<file path="src/rtl/slot_alloc_pkg.sv">
package slot_alloc_pkg;

  typedef enum logic {
    CAT_RX = 1'b0,
    CAT_TX = 1'b1
  } slot_cat_e;

  // First index a transmit search may use: the lowest quarter is reserved.
  function automatic int unsigned tx_floor(int unsigned pool);
    return pool / 4;
  endfunction

  // Lowest index of the category's range.
  function automatic int unsigned range_lo(int unsigned pool, slot_cat_e cat);
    return (cat == CAT_TX) ? tx_floor(pool) : 0;
  endfunction

endpackage

</file>
<file path="src/rtl/slot_finder.sv">
module slot_finder #(
  parameter int unsigned N  = 32,
  parameter int unsigned LO = 0,
  localparam int unsigned IW = $clog2(N)
) (
  input  logic [N-1:0]  busy,
  output logic          hit,
  output logic [IW-1:0] idx
);

  // Scan from the top down so that the lowest free index is the last one written.
  always_comb begin
    hit = 1'b0;
    idx = '0;
    for (int i = int'(N) - 1; i >= int'(LO); i--) begin
      if (!busy[i]) begin
        hit = 1'b1;
        idx = IW'(i);
      end
    end
  end

endmodule

</file>
<file path="src/rtl/slot_used_reg.sv">
module slot_used_reg #(
  parameter int unsigned N = 32
) (
  input  logic         clk,
  input  logic         rst_n,
  input  logic [N-1:0] clr_vec,
  input  logic [N-1:0] set_vec,
  output logic [N-1:0] used_q
);

  // Clear is applied first, so a slot may be cleared and set on the same edge.
  always_ff @(posedge clk) begin
    if (!rst_n) used_q <= '0;
    else        used_q <= (used_q & ~clr_vec) | set_vec;
  end

endmodule

</file>
<file path="src/rtl/msg_slot_alloc.sv">
module msg_slot_alloc
  import slot_alloc_pkg::*;
#(
  parameter int unsigned POOL_SIZE = 32,
  localparam int unsigned IW = $clog2(POOL_SIZE),
  localparam int unsigned TX_LO = POOL_SIZE / 4
) (
  input  logic          clk,
  input  logic          rst_n,
  input  logic          rx_alloc_req,
  input  logic          tx_alloc_req,
  input  logic          free_req,
  input  logic [IW-1:0] free_idx,
  output logic          alloc_ok,
  output logic          alloc_fail,
  output logic [IW-1:0] alloc_slot,
  output logic          alloc_cat
);

  logic [POOL_SIZE-1:0] used_q;
  logic [POOL_SIZE-1:0] free_oh;
  logic [POOL_SIZE-1:0] grant_oh;
  logic [POOL_SIZE-1:0] busy_view;
  logic [1:0]           cat_hit;
  logic [IW-1:0]        cat_idx [2];
  logic                 any_req;
  slot_cat_e            served_cat;
  logic                 win_hit;
  logic [IW-1:0]        win_idx;
  logic                 grant_now;

  // Release first, then search: a freed slot is visible to this cycle's allocation.
  assign free_oh   = free_req ? (POOL_SIZE'(1) << free_idx) : '0;
  assign busy_view = used_q & ~free_oh;

  // One finder per category, each with its own range floor.
  for (genvar c = 0; c < 2; c++) begin : g_cat
    slot_finder #(
      .N  (POOL_SIZE),
      .LO (range_lo(POOL_SIZE, slot_cat_e'(c)))
    ) u_find (
      .busy (busy_view),
      .hit  (cat_hit[c]),
      .idx  (cat_idx[c])
    );
  end

  // Receive takes precedence when both requests are present.
  assign any_req    = rx_alloc_req | tx_alloc_req;
  assign served_cat = rx_alloc_req ? CAT_RX : CAT_TX;
  assign win_hit    = cat_hit[served_cat];
  assign win_idx    = cat_idx[served_cat];
  assign grant_now  = any_req & win_hit;
  assign grant_oh   = grant_now ? (POOL_SIZE'(1) << win_idx) : '0;

  slot_used_reg #(.N(POOL_SIZE)) u_used (
    .clk     (clk),
    .rst_n   (rst_n),
    .clr_vec (free_oh),
    .set_vec (grant_oh),
    .used_q  (used_q)
  );

  always_ff @(posedge clk) begin
    if (!rst_n) begin
      alloc_ok   <= 1'b0;
      alloc_fail <= 1'b0;
      alloc_slot <= '0;
      alloc_cat  <= 1'b0;
    end else begin
      alloc_ok   <= grant_now;
      alloc_fail <= any_req & ~win_hit;
      alloc_slot <= grant_now ? win_idx : '0;
      alloc_cat  <= any_req ? logic'(served_cat) : 1'b0;
    end
  end

endmodule

</file>
<file path="config.mk">
export PLATFORM = sky130hd
export DESIGN_NAME = msg_slot_alloc
export DESIGN_NICKNAME = d
export VERILOG_FILES = /design/src/rtl/slot_alloc_pkg.sv /design/src/rtl/slot_finder.sv /design/src/rtl/slot_used_reg.sv /design/src/rtl/msg_slot_alloc.sv
export SDC_FILE = /design/constraint.sdc
export NUM_CORES = 1
export LEC_CHECK = 0
export BUFFER_PORTS_ARGS = -buffer_cell sky130_fd_sc_hd__buf_2
export CAP_MARGIN = 10
export CORE_UTILIZATION = 55
export CTS_BUF_LIST = sky130_fd_sc_hd__clkbuf_8
export DETAILED_ROUTE_END_ITERATION = 12
export MAX_ROUTING_LAYER = met4
export PLACE_DENSITY = 0.77
export SKIP_CTS_REPAIR_TIMING = 1
export SLEW_MARGIN = 0
export SYNTH_ARGS = -nofsm -noshare
export SYNTH_HDL_FRONTEND = slang
export SYNTH_SLANG_ARGS = --single-unit
export TNS_END_PERCENT = 30
</file>
<file path="constraint.sdc">
create_clock -name clk -period 2.1 [get_ports clk]
set_clock_uncertainty 0.1 [all_clocks]
set_input_delay 0 -clock clk [delete_from_list [all_inputs] [get_ports clk]]
set_output_delay 0 -clock clk [all_outputs]
set_load 0.005 [all_outputs]
</file>
==> flow_metrics.env <==
export IMPL_ys_ff_latch=40
export IMPL_clockBufferDepth=2
export IMPL_final_common_cell="buf_4"
export IMPL_maxCapViolCount=0
export IMPL_htreeDepth=2
export IMPL_first_global_vias=3043
export IMPL_layout_common_cells="96 x buf_4, 33 x nand2_1, 32 x dfxtp_1"
export IMPL_final_nets=432
export IMPL_clk_pin_slew_ps=90
export IMPL_cts_num_sinks=40
export IMPL_cts_buffers=5
export IMPL_path_cells="buf_4 > o21ai_0 > a211oi_2 > o31ai_1 > a2111o_1 > and2_4 > o32ai_1"
export IMPL_leakage_nw=1.460
export IMPL_areaGrowthSynthToFinish_pct=49.70
export IMPL_critPathCaptureType="register"
export IMPL_period_share_pct=104.3
export IMPL_p_seq_share_pct=42.8
export IMPL_hold_violations=0
export IMPL_clockPowerShare_pct=35.9
export IMPL_cts_tree="built"
export IMPL_synth_edf_count=0
export IMPL_diodes=0
export IMPL_drt_pass1_iterations=6
export IMPL_cp_data_required_time_ps=2210
export IMPL_antenna_found_initial=0
export IMPL_fin_crit_ps=2190
export IMPL_rows=24
export IMPL_place_area_um2=3358
export IMPL_synthesis_area_um2=2517
export IMPL_hpwl_um=7236
export IMPL_crit_slowest_cell="a2111o_1"
export IMPL_grt_usage_pct=41.73
export IMPL_crit_fanout=6
export IMPL_p_comb_share_pct=21.3
export IMPL_worst_endpoint_arrival_ps=2300
export IMPL_status="finished, violations left"
export IMPL_final_cell_area_um2=3769
export IMPL_rsz0062_at_grt="true"
export IMPL_core_area_um2=4384
export IMPL_setup_ws_ps=-89.89
export IMPL_first_iter_violations=566
export IMPL_swShare_pct=29.48
export IMPL_max_stage_delay_ps=520
export IMPL_ys_flop_type="dfxtp_1"
export IMPL_vias=3339
export IMPL_pre_cts_slack_ps=-422.0
export IMPL_powerDensity_nw_per_um2=485.7
export IMPL_drive_above_1_share_pct=43.26
export IMPL_gp_congestion=1.081
export IMPL_slew_headroom_pct=63.35
export IMPL_grt_pass1_wl_um=15300
export IMPL_routedWlPerCell_um=22.60
export IMPL_post_drt_via_cell_ratio=7.029
export IMPL_setup_viol=22
export IMPL_clock_latency_ps=310
export IMPL_violations="negative setup slack"
export IMPL_cts_root_buf="clkbuf_8"
export IMPL_routed_wl_um=10740
export IMPL_vdd_drop_max_mv=0.3266
export IMPL_port_buffers=17
export IMPL_netSwitchingPower_mw=0.5397
export IMPL_post_route_drc_count=0
export IMPL_fmax_mhz=456.6
export IMPL_grt_max_degree=24
export IMPL_tightest_slew_ps=545.2
export IMPL_die_w_um=69.66
export IMPL_yosys_cell_types_count=63
export IMPL_fill_cells=244
export IMPL_start_util_pct=57.42
export IMPL_synth_nets=324
export IMPL_start_kind="register"
export IMPL_dieArea_um2=4852
export IMPL_post_synth_inst_count=314
export IMPL_power_mw=1.831
export IMPL_grt_ovfl_total=0
export IMPL_whs_ps=7.700
export IMPL_intPower_mw=1.291
export IMPL_io_pins=18
export IMPL_avgSynthCellArea_um2=8.017
export IMPL_synth_seq_area_share_pct=31.81
export IMPL_setup_tns_ps=-847.6
export IMPL_ys_warn_count=0
export IMPL_ant_nets=0
export IMPL_critPathKind="reg2reg"
export IMPL_postSynth_asyncResetShare_pct=0
export IMPL_min_path_type="in2reg"
export IMPL_die_h_um=69.66
export IMPL_maxSlewViolCount=0
==> state kept, by name, summed over array words and instances, names as in the netlist <==
| register | cells |
|---|---|
| alloc_fail | 1 |
| u_used.used_q | 32 |
| alloc_slot | 5 |
| alloc_cat | 1 |
| alloc_ok | 1 |
==> worst paths after layout <==
check        cells after the start                 to               from  slack (ps)
min                              5      alloc_slot[3]              rst_n           8
max reg2reg                      7   u_used.used_q[8]  u_used.used_q[31]         -90
max                              7   u_used.used_q[8]  u_used.used_q[31]         -90
min reg2reg                      2  u_used.used_q[17]  u_used.used_q[17]         430
==> stage by stage <==
step,cells,util [%]
final,475,85.96
after global routing,475,85.96
after CTS,467,79.14
after detailed placement,459,76.60
after global placement,459,76.60
after floorplan,314,-
==> cells by family (layout without fill, tap and decap cells) <==
kind of cell	Yosys count	in the layout	share of synthesized area, %
buffers and inverters	29	137	5.219
xor gates and xnor gates	1	1	0.3480
and+or+nand+nor	121	122	26.24
DFF	40	40	31.81
AOI/OAI and AO/OA	123	123	36.38
==> power groups by stage <==
stage               Combinational (mW)  Clock (mW)  Sequential (mW)
global route                     0.403       0.671            0.785
finish                           0.390       0.657            0.784
global placement                 0.319           0            0.800
floorplan                        0.153           0            0.800
detailed placement               0.324           0            0.800
CTS                              0.325       0.645            0.783
==> final cells by class <==
cell class	count	area, um^2	share of cell area, %
flip-flops and latches	40	815.8	21.65
clock buffers	5	68.82	1.826
clock inverters	3	42.54	1.129
well taps	52	65.06	1.726
inverters	8	30.03	0.7968
repair buffers	121	928.4	24.63
multi-input cells	246	1818	48.24
==> per-layer routing <==
metal / wire (um) / global-route usage, % / up-vias
li1: - / - / 1447
met2: 4740 / 60.63 / 283
met4: 534 / 24.22 / 0
met1: 4144 / 53.49 / 1543
met3: 1318 / 8.866 / 66
met5: 0 / - / -
==> critical path, delay by kind of cell, from the launching register on <==
kind                   cells  cell delay (ps)
AOI/OAI and AO/OA          5             1310
DFF                        1              350
and+or+nand+nor            1              220
buffers and inverters      1              120
==> Yosys cell counts, types with 3 or more instances <==
library cell	n	area share, %
a21boi_0	3	0.89
o31ai_1	14	4.2
buf_2	12	2.4
a211oi_1	4	1.2
o32ai_1	4	1.4
o311a_1	4	1.6
nor2_1	22	3.3
o211ai_1	11	3.3
a21oi_1	12	2.4
a311o_1	3	1.2
nand4_1	8	2.0
nand2_1	34	5.1
o2bb2ai_1	3	1.0
dfxtp_1	40	32
nor2b_1	5	1.2
inv_1	8	1.2
o21ai_0	21	4.2
nand3_1	8	1.6
o2111ai_1	4	1.4
or3_1	3	0.75
o311ai_0	5	1.7
o22ai_1	4	0.99
clkbuf_1	7	1.0
nand2b_1	9	2.2
o21a_1	4	1.2
or2_2	3	0.75
nor3_1	7	1.4
a211o_1	5	1.7
Note: power is estimated with default switching activity, not from simulation.
